==> config.mk <==
export PLATFORM = sky130hd
export DESIGN_NAME = line_latch_pol
export DESIGN_NICKNAME = d
export VERILOG_FILES = /design/src/rtl/line_latch_pol.sv
export SDC_FILE = /design/constraint.sdc
export NUM_CORES = 1
export LEC_CHECK = 0
export BUFFER_PORTS_ARGS = -buffer_cell sky130_fd_sc_hd__buf_4
export CAP_MARGIN = 30
export CORE_ASPECT_RATIO = 1.25
export CORE_MARGIN = 3
export CORE_UTILIZATION = 44
export CTS_BUF_LIST = sky130_fd_sc_hd__clkbuf_16
export CTS_CLUSTER_SIZE = 30
export DETAILED_ROUTE_END_ITERATION = 6
export GPL_TIMING_DRIVEN = 0
export HOLD_SLACK_MARGIN = 0.08
export PLACE_DENSITY = 0.87
export SLEW_MARGIN = 25
export SYNTH_ARGS = -nofsm -noshare
export SYNTH_HDL_FRONTEND = slang
export SYNTH_SLANG_ARGS = --single-unit
==> constraint.sdc <==
create_clock -name clk -period 1.8 [get_ports clk]
set_clock_uncertainty 0.05 [all_clocks]
set_input_delay 0.18 -clock clk [delete_from_list [all_inputs] [get_ports clk]]
set_output_delay 0.18 -clock clk [all_outputs]
set_load 0.05 [all_outputs]
==> src/rtl/line_latch_pol.sv <==
module line_latch_pol #(
  parameter int NCOL = 8,
  parameter int CW   = 6
) (
  input  logic               clk,
  input  logic               rst_n,
  input  logic               strb,
  input  logic               pol_in,
  input  logic [NCOL*CW-1:0] line_data,
  output logic [NCOL*CW-1:0] col_code,
  output logic [NCOL-1:0]    col_bank,
  output logic [NCOL*2-1:0]  col_seg,
  output logic [NCOL-1:0]    col_top,
  output logic               drive_en
);
  localparam logic [CW-1:0] TOP_CODE = '1;

  logic               strb_q;
  logic               pol_q;
  logic [NCOL*CW-1:0] lat;

  wire rise = strb & ~strb_q;
  wire fall = ~strb & strb_q;

  always_ff @(posedge clk or negedge rst_n) begin
    if (!rst_n) begin
      strb_q   <= 1'b0;
      pol_q    <= 1'b0;
      lat      <= '0;
      drive_en <= 1'b0;
    end else begin
      strb_q <= strb;
      if (rise) begin
        lat      <= line_data;
        pol_q    <= pol_in;
        drive_en <= 1'b0;
      end else if (fall) begin
        drive_en <= 1'b1;
      end
    end
  end

  assign col_code = lat;

  for (genvar g = 0; g < NCOL; g++) begin : g_col
    localparam logic ODD_IDX = logic'(g % 2);
    wire [CW-1:0] c = lat[g*CW +: CW];
    assign col_bank[g]       = pol_q ^ ODD_IDX;
    assign col_seg[g*2 +: 2] = c[CW-1 -: 2];
    assign col_top[g]        = (c == TOP_CODE);
  end

  assert_load_R1: assert property (@(posedge clk) disable iff (!rst_n)
    (strb && !strb_q) |=> (col_code == $past(line_data)));

  assert_en_rise_R2: assert property (@(posedge clk) disable iff (!rst_n)
    $rose(drive_en) |-> ($past(strb_q) && !$past(strb)));

  assert_en_clear_R3: assert property (@(posedge clk) disable iff (!rst_n)
    (strb && !strb_q) |=> !drive_en);

  assert_hold_R4: assert property (@(posedge clk) disable iff (!rst_n)
    !(strb && !strb_q) |=> ($stable(col_code) && $stable(col_bank)));

  assert_bank_alt_R5: assert property (@(posedge clk) disable iff (!rst_n)
    (NCOL < 2) || (col_bank[0] != col_bank[NCOL-1] ? (NCOL % 2 == 0) : (NCOL % 2 == 1)));
endmodule

==> impl_metrics.env, run 1 <==
export IMPL_status="finished, final reports clean"
export IMPL_die_area_um2=6420
export IMPL_r2r_end="col_code[27]"
export IMPL_min_delay_start="line_data[22]"
export IMPL_r2r_start="strb_q"
export IMPL_required_ps=1910
export IMPL_endpoint_kind="flop"
export IMPL_use_met1_pct=21.9
export IMPL_drt_antenna_violating_nets=0
export IMPL_port_buffers=132
export IMPL_grt_pass1_vias=1996
export IMPL_crit_path_start_kind="input pin"
export IMPL_wirelength_um=6160
export IMPL_timing_final_crit_share_pct=87.1
export IMPL_hold_class="input pin to flop"
export IMPL_antenna_cells=0
export IMPL_p_switching_mw=1.69
export IMPL_clock_latency_ps=280
export IMPL_final_hold_viol_count=0
export IMPL_nNetsFinal=392
export IMPL_crit_chain="dlygate4sd3_1 -> buf_4 -> ha_1 -> buf_6 -> buf_12 -> mux2_4"
export IMPL_cts_setup_buffers=0
export IMPL_grt_busiest_layer="met2"
export IMPL_power_leakage_nw=2.04
export IMPL_grt_overflow=0
export IMPL_synth_warnings=0
export IMPL_comb_power_share_pct=45.2
export IMPL_postSynthCellCount=159
export IMPL_critPathArrivalTime_ps=1680
export IMPL_power_frac_seq_pct=34.5
export IMPL_fin_crit_ps=1570
export IMPL_pin_count=133
export IMPL_numCtsBuffers=5
export IMPL_crit_buf_inv=4
export IMPL_cts_sinks=51
export IMPL_yosysTopAreaCell="dfrtp_1"
export IMPL_crit_slowest_cell="dlygate4sd3_1"
export IMPL_relSlewSlack_pct=57.5
export IMPL_synth_fp_nets=212
export IMPL_hold_path_end="col_code[22]"
export IMPL_critPathMaxFanout=10
export IMPL_clk_pin_slew_worst_paths_ps=60
export IMPL_sw_frac_of_total_pct=39.5
export IMPL_holdWs_ps=88.2
export IMPL_power_frac_clock_pct=20.3
export IMPL_core_um2=5190
export IMPL_final_cell_mix="155 x buf_4, 51 x dfrtp_1, 47 x mux2_4"
export IMPL_antenna_found_initial=0
export IMPL_wl_per_cell_um=15.4
export IMPL_syn_avg_cell_area_um2=15.2
export IMPL_max_stage_delay_ps=550
export IMPL_fin_cells=401
export IMPL_fp_dieH_um=88.9
export IMPL_cts_tree="yes"
export IMPL_rsz0062_at_grt="no"
export IMPL_vias_per_cell=4.64
export IMPL_ys_types=12
export IMPL_dpl_hpwl_um=4180
export IMPL_met2_usage_pct=35.0
export IMPL_drv_slew=0
export IMPL_crit_family="buffers and inverters"
export IMPL_yosysTopAreaCellShare_pct=52.8
export IMPL_layout_commonest_cell="buf_4"
export IMPL_drt_first_iter_violations=63
export IMPL_max_cap_violations=0
export IMPL_grt_use_total_pct=19.5
export IMPL_crit_type="input pin to flop"
export IMPL_via_count=1862
export IMPL_p_int_mw=2.59
export IMPL_ys_top_cells_by_area="dfrtp_1 53%, mux2_4 29%, buf_4 7.1%"
export IMPL_vdd_drop_max_uv=609
export IMPL_power_density_nw_per_um2=1060
export IMPL_tns_ps=0
export IMPL_grt_max_degree=52
export IMPL_grt_pass1_wl_um=9750
export IMPL_hold_depth=2
export IMPL_rows=29
export IMPL_fp_dieW_um=72.3
export IMPL_dp_cells=353
export IMPL_reg2reg_depth=5
export IMPL_ff2ff_setup_slack_ps=420
export IMPL_gp_congestion=0.739
export IMPL_clockRootBuffer="clkbuf_16"
export IMPL_setup_viol=0
export IMPL_cts_htree_levels=2
export IMPL_synthToLayoutAreaGrowth_pct=66.8
export IMPL_max_slew_worst_pin_slew_ps=637
export IMPL_post_route_util_pct=77.6
export IMPL_ctsLongestPathBuffers=2
export IMPL_hold_buffers=38
export IMPL_dr_pass1_iters=4
export IMPL_drive_above_1_share_pct=63.4
export IMPL_cts_resized=0
export IMPL_syn_cell_area_um2=2420
export IMPL_start_util_pct=46.6
export IMPL_grt_use_met3_pct=6.25
export IMPL_yosysSeqAreaShare_pct=52.8
export IMPL_fmax_mhz=638
export IMPL_synth_seq_cells=51
export IMPL_drc_errors=0
==> cell families (layout without fill, tap and decap cells) <==
logic type	after synthesis	after routing	synth area share (%)
adders and majority gates	1	1	0.518
muxes	48	48	29.7
DFF	51	51	52.8
and+or+nand+nor	26	26	4.87
AOI/OAI and AO/OA	2	2	0.414
buffers and inverters	31	211	11.7
==> power by group through the flow <==
stage,Clock (mW),Combinational [mW],Sequential (mW)
2_1_floorplan,0,0.730,2.04
3_3_place_gp,0,1.84,1.49
3_5_place_dp,0,1.87,1.49
4_1_cts,0.901,1.94,1.48
5_1_grt,0.946,2.01,1.50
6_report,0.869,1.94,1.48
==> worst max-delay path by stage <==
stage                            start      endpoint  cells past startpoint
after floorplan           col_code[10]    col_top[1]                      2
after global placement          strb_q  col_code[27]                      5
after detailed placement        strb_q  col_code[26]                      5
after CTS                         strb   col_code[1]                      6
after global routing              strb  col_code[16]                      6
final                             strb   col_code[1]                      6
==> stage by stage <==
step                      setup slack, ps  instance area, µm²  total power, mW
after floorplan                       112                2420             2.77
after global placement                451                3480             3.33
after detailed placement              427                3480             3.36
after CTS                             253                4000             4.32
after global routing                  193                4030             4.47
final                                 231                4030             4.29
==> routing by layer <==
layer  up-vias  part of all wire [%]
met5         -                     0
met4         0                  0.96
met3         6                   7.5
met2        77                    54
met1       899                    37
li1        880                     -
==> Yosys cell counts, drive strengths merged <==
cell	number
inv	2
nand2	10
nand4	8
dfrtp	51
buf	29
o21ai	2
mux2	48
nor2	8
ha	1
==> sequential cells by signal (all words and copies together) (netlist names) <==
| register | cells |
|---|---|
| pol_q | 1 |
| drive_en | 1 |
| strb_q | 1 |
| col_code | 48 |
==> worst reg2reg max path: stages, from the launching register on <==
cell and delay, ps:
dfrtp_1 370, inv_1 50, ha_1 150, buf_6 160
buf_6 180, mux2_4 310
==> layout make-up <==
cell class	instances	area, µm²
Clock buffer	5	125
Inverter	2	7.51
Multi-Input combinational cell	77	857
Fill cell	320	1160
Timing Repair Buffer	173	1400
Clock inverter	2	8.76
Tap cell	62	77.6
Sequential cell	51	1280
Buffer	29	275
Power figures use the tool's default switching activity.
==> run 2: changes to the inputs <==
- ABC_AREA: default -> 1
- CORE_MARGIN: 3 -> 5
- MAX_ROUTING_LAYER: default -> met4
- PLACE_DENSITY: 0.87 -> 0.88
==> impl_metrics.env, run 2 <==
export IMPL_wl_per_cell_um=12.9
export IMPL_grt_overflow=0
export IMPL_setup_viol=0
export IMPL_crit_type="input pin to flop"
export IMPL_dp_slack_ps=565
export IMPL_hold_buffers=44
export IMPL_start_util_pct=44.6
export IMPL_required_ps=1910
export IMPL_fillCellCount=382
export IMPL_async_flop_share_pct=100
export IMPL_rows=30
export IMPL_drv_slew=0
export IMPL_clock_latency_ps=280
export IMPL_cts_resized=0
export IMPL_hold_class="input pin to flop"
export IMPL_max_slew_worst_pin_slew_ps=651
export IMPL_port_buffers=132
export IMPL_final_cell_mix="155 x buf_4, 82 x nand2_1, 66 x inv_1"
export IMPL_tns_ps=0
export IMPL_multi_input_area_um2=608
export IMPL_cts_sinks=51
export IMPL_drt_antenna_violating_nets=0
export IMPL_cts_htree_levels=2
export IMPL_endpoint_kind="flop"
export IMPL_yosysMostFrequentCell="nand2_1"
export IMPL_largest_register_ffs=48
export IMPL_critPathMaxFanout=10
export IMPL_syn_avg_cell_area_um2=8.15
export IMPL_rsz0062_at_grt="no"
export IMPL_post_route_util_pct=76.6
export IMPL_via_count=2432
export IMPL_timing_final_crit_share_pct=83.5
export IMPL_dr_pass1_iters=4
export IMPL_ctsLongestPathBuffers=2
export IMPL_yosysTopAreaCellShare_pct=53.7
export IMPL_grt_max_degree=52
export IMPL_regArea_um2=1280
export IMPL_postSynthCellCount=292
export IMPL_fmax_mhz=665
export IMPL_clk_pin_slew_worst_paths_ps=70
export IMPL_grt_pass1_wl_um=11300
export IMPL_synth_seq_cells=51
export IMPL_antenna_found_initial=0
export IMPL_dpl_hpwl_um=4770
export IMPL_fin_crit_ps=1500
export IMPL_drt_first_iter_violations=107
export IMPL_synth_warnings=0
export IMPL_synth_fp_nets=345
export IMPL_core_um2=5330
export IMPL_synth_edf_count=0
export IMPL_relSlewSlack_pct=56.6
export IMPL_cts_setup_buffers=0
export IMPL_vias_per_cell=4.50
export IMPL_synth_common_cells="82 x nand2_1, 66 x inv_1, 51 x dfrtp_1"
export IMPL_clockRootBuffer="clkbuf_16"
export IMPL_ys_flop_type="dfrtp_1"
export IMPL_power_leakage_nw=2.25
export IMPL_yosysTopAreaCell="dfrtp_1"
export IMPL_power_density_nw_per_um2=1040
export IMPL_grt_use_total_pct=20.9
export IMPL_drc_errors=0
export IMPL_max_cap_violations=0
export IMPL_nNetsFinal=528
export IMPL_status="finished, final reports clean"
export IMPL_fp_dieH_um=92.2
export IMPL_crit_path_start_kind="input pin"
export IMPL_ys_types=11
export IMPL_synthToLayoutAreaGrowth_pct=71.6
export IMPL_syn_cell_area_um2=2380
export IMPL_fp_dieW_um=75.8
export IMPL_layout_commonest_cell="buf_4"
export IMPL_cts_tree="yes"
export IMPL_drive_above_1_share_pct=37.0
export IMPL_wirelength_um=6960
export IMPL_gp_congestion=0.801
export IMPL_p_total_mw=4.26
export IMPL_ys_top_cells_by_area="dfrtp_1 54%, nand2_1 13%, inv_1 10%"
export IMPL_final_hold_viol_count=0
export IMPL_setup_ws_ps=296
export IMPL_numCtsBuffers=5
export IMPL_critPathArrivalTime_ps=1610
export IMPL_vdd_drop_max_uv=640
export IMPL_die_area_um2=6990
export IMPL_antenna_cells=0
export IMPL_pin_count=133
export IMPL_yosysSeqAreaShare_pct=53.7
export IMPL_grt_pass1_vias=2502
## run 2: cell types whose count changed in the layout (fill, tap and decap cells not counted), sizes merged
cell	previous run	this run
buf	161	166
bufinv	0	2
clkinv	2	0
clkinvlp	0	1
dlygate4sd3	41	44
inv	2	66
mux2	48	0
nand2	10	82
nand4	8	0
o21ai	2	50
## run 2: per-stage QoR
step	instances	area [µm²]	hold WS, ps
6_report	540	4080	80.9
5_1_grt	540	4080	86.8
4_1_cts	540	4080	80.6
3_5_place_dp	488	3450	191
3_3_place_gp	488	3450	191
2_1_floorplan	292	2380	-166
## run 2: report_power, final
group          switching, mW  total, mW  internal, mW
combinational           1.08       1.64         0.566
clock                  0.387       1.18         0.795
sequential             0.137       1.43          1.29
total                   1.60       4.26          2.65
## run 2: final cells by class
class | count | area share, %
multi-input combinational | 141 | 14.9
clock inverter | 3 | 1.65
tap | 64 | 1.96
inverter | 66 | 6.07
timing repair buffer | 176 | 35.1
clock buffer | 5 | 3.06
sequential | 51 | 31.3
buffer | 34 | 6.04
## run 2: routing by layer
layer / vias to the layer above / part of all wire [%] / GRT usage, %
met3: 14 / 5.8 / 2.96
met1: 1133 / 38 / 24.2
met5: - / 0 / -
met2: 86 / 54 / 35.9
li1: 1199 / - / -
met4: 0 / 2.4 / 7.58
## run 2: worst paths after layout
path	to	slack, ps	from	cells past startpoint
max	col_code[30]	300	strb	8
min	col_code[10]	80	line_data[10]	3
max reg2reg	col_code[30]	540	strb_q	7
min reg2reg	drive_en	450	drive_en	2
max in group asynchronous	col_code[18]	830	rst_n	2
min in group asynchronous	col_code[16]	430	rst_n	2
## run 2: logic make-up (layout without fill, tap and decap cells)
group	Yosys count	in the layout	synth area share, %
buf+inv	100	284	20.8
simple gates	90	90	14.2
flops	51	51	53.7
compound gates	50	50	10.8
fa+ha+maj	1	1	0.526
## run 2: critical path, cell delays in order
cell and delay, ps:
dlygate4sd3_1 550, buf_4 140, ha_1 190, buf_6 130, buf_6 130, buf_6 140, nand2_1 70, o21ai_1 70
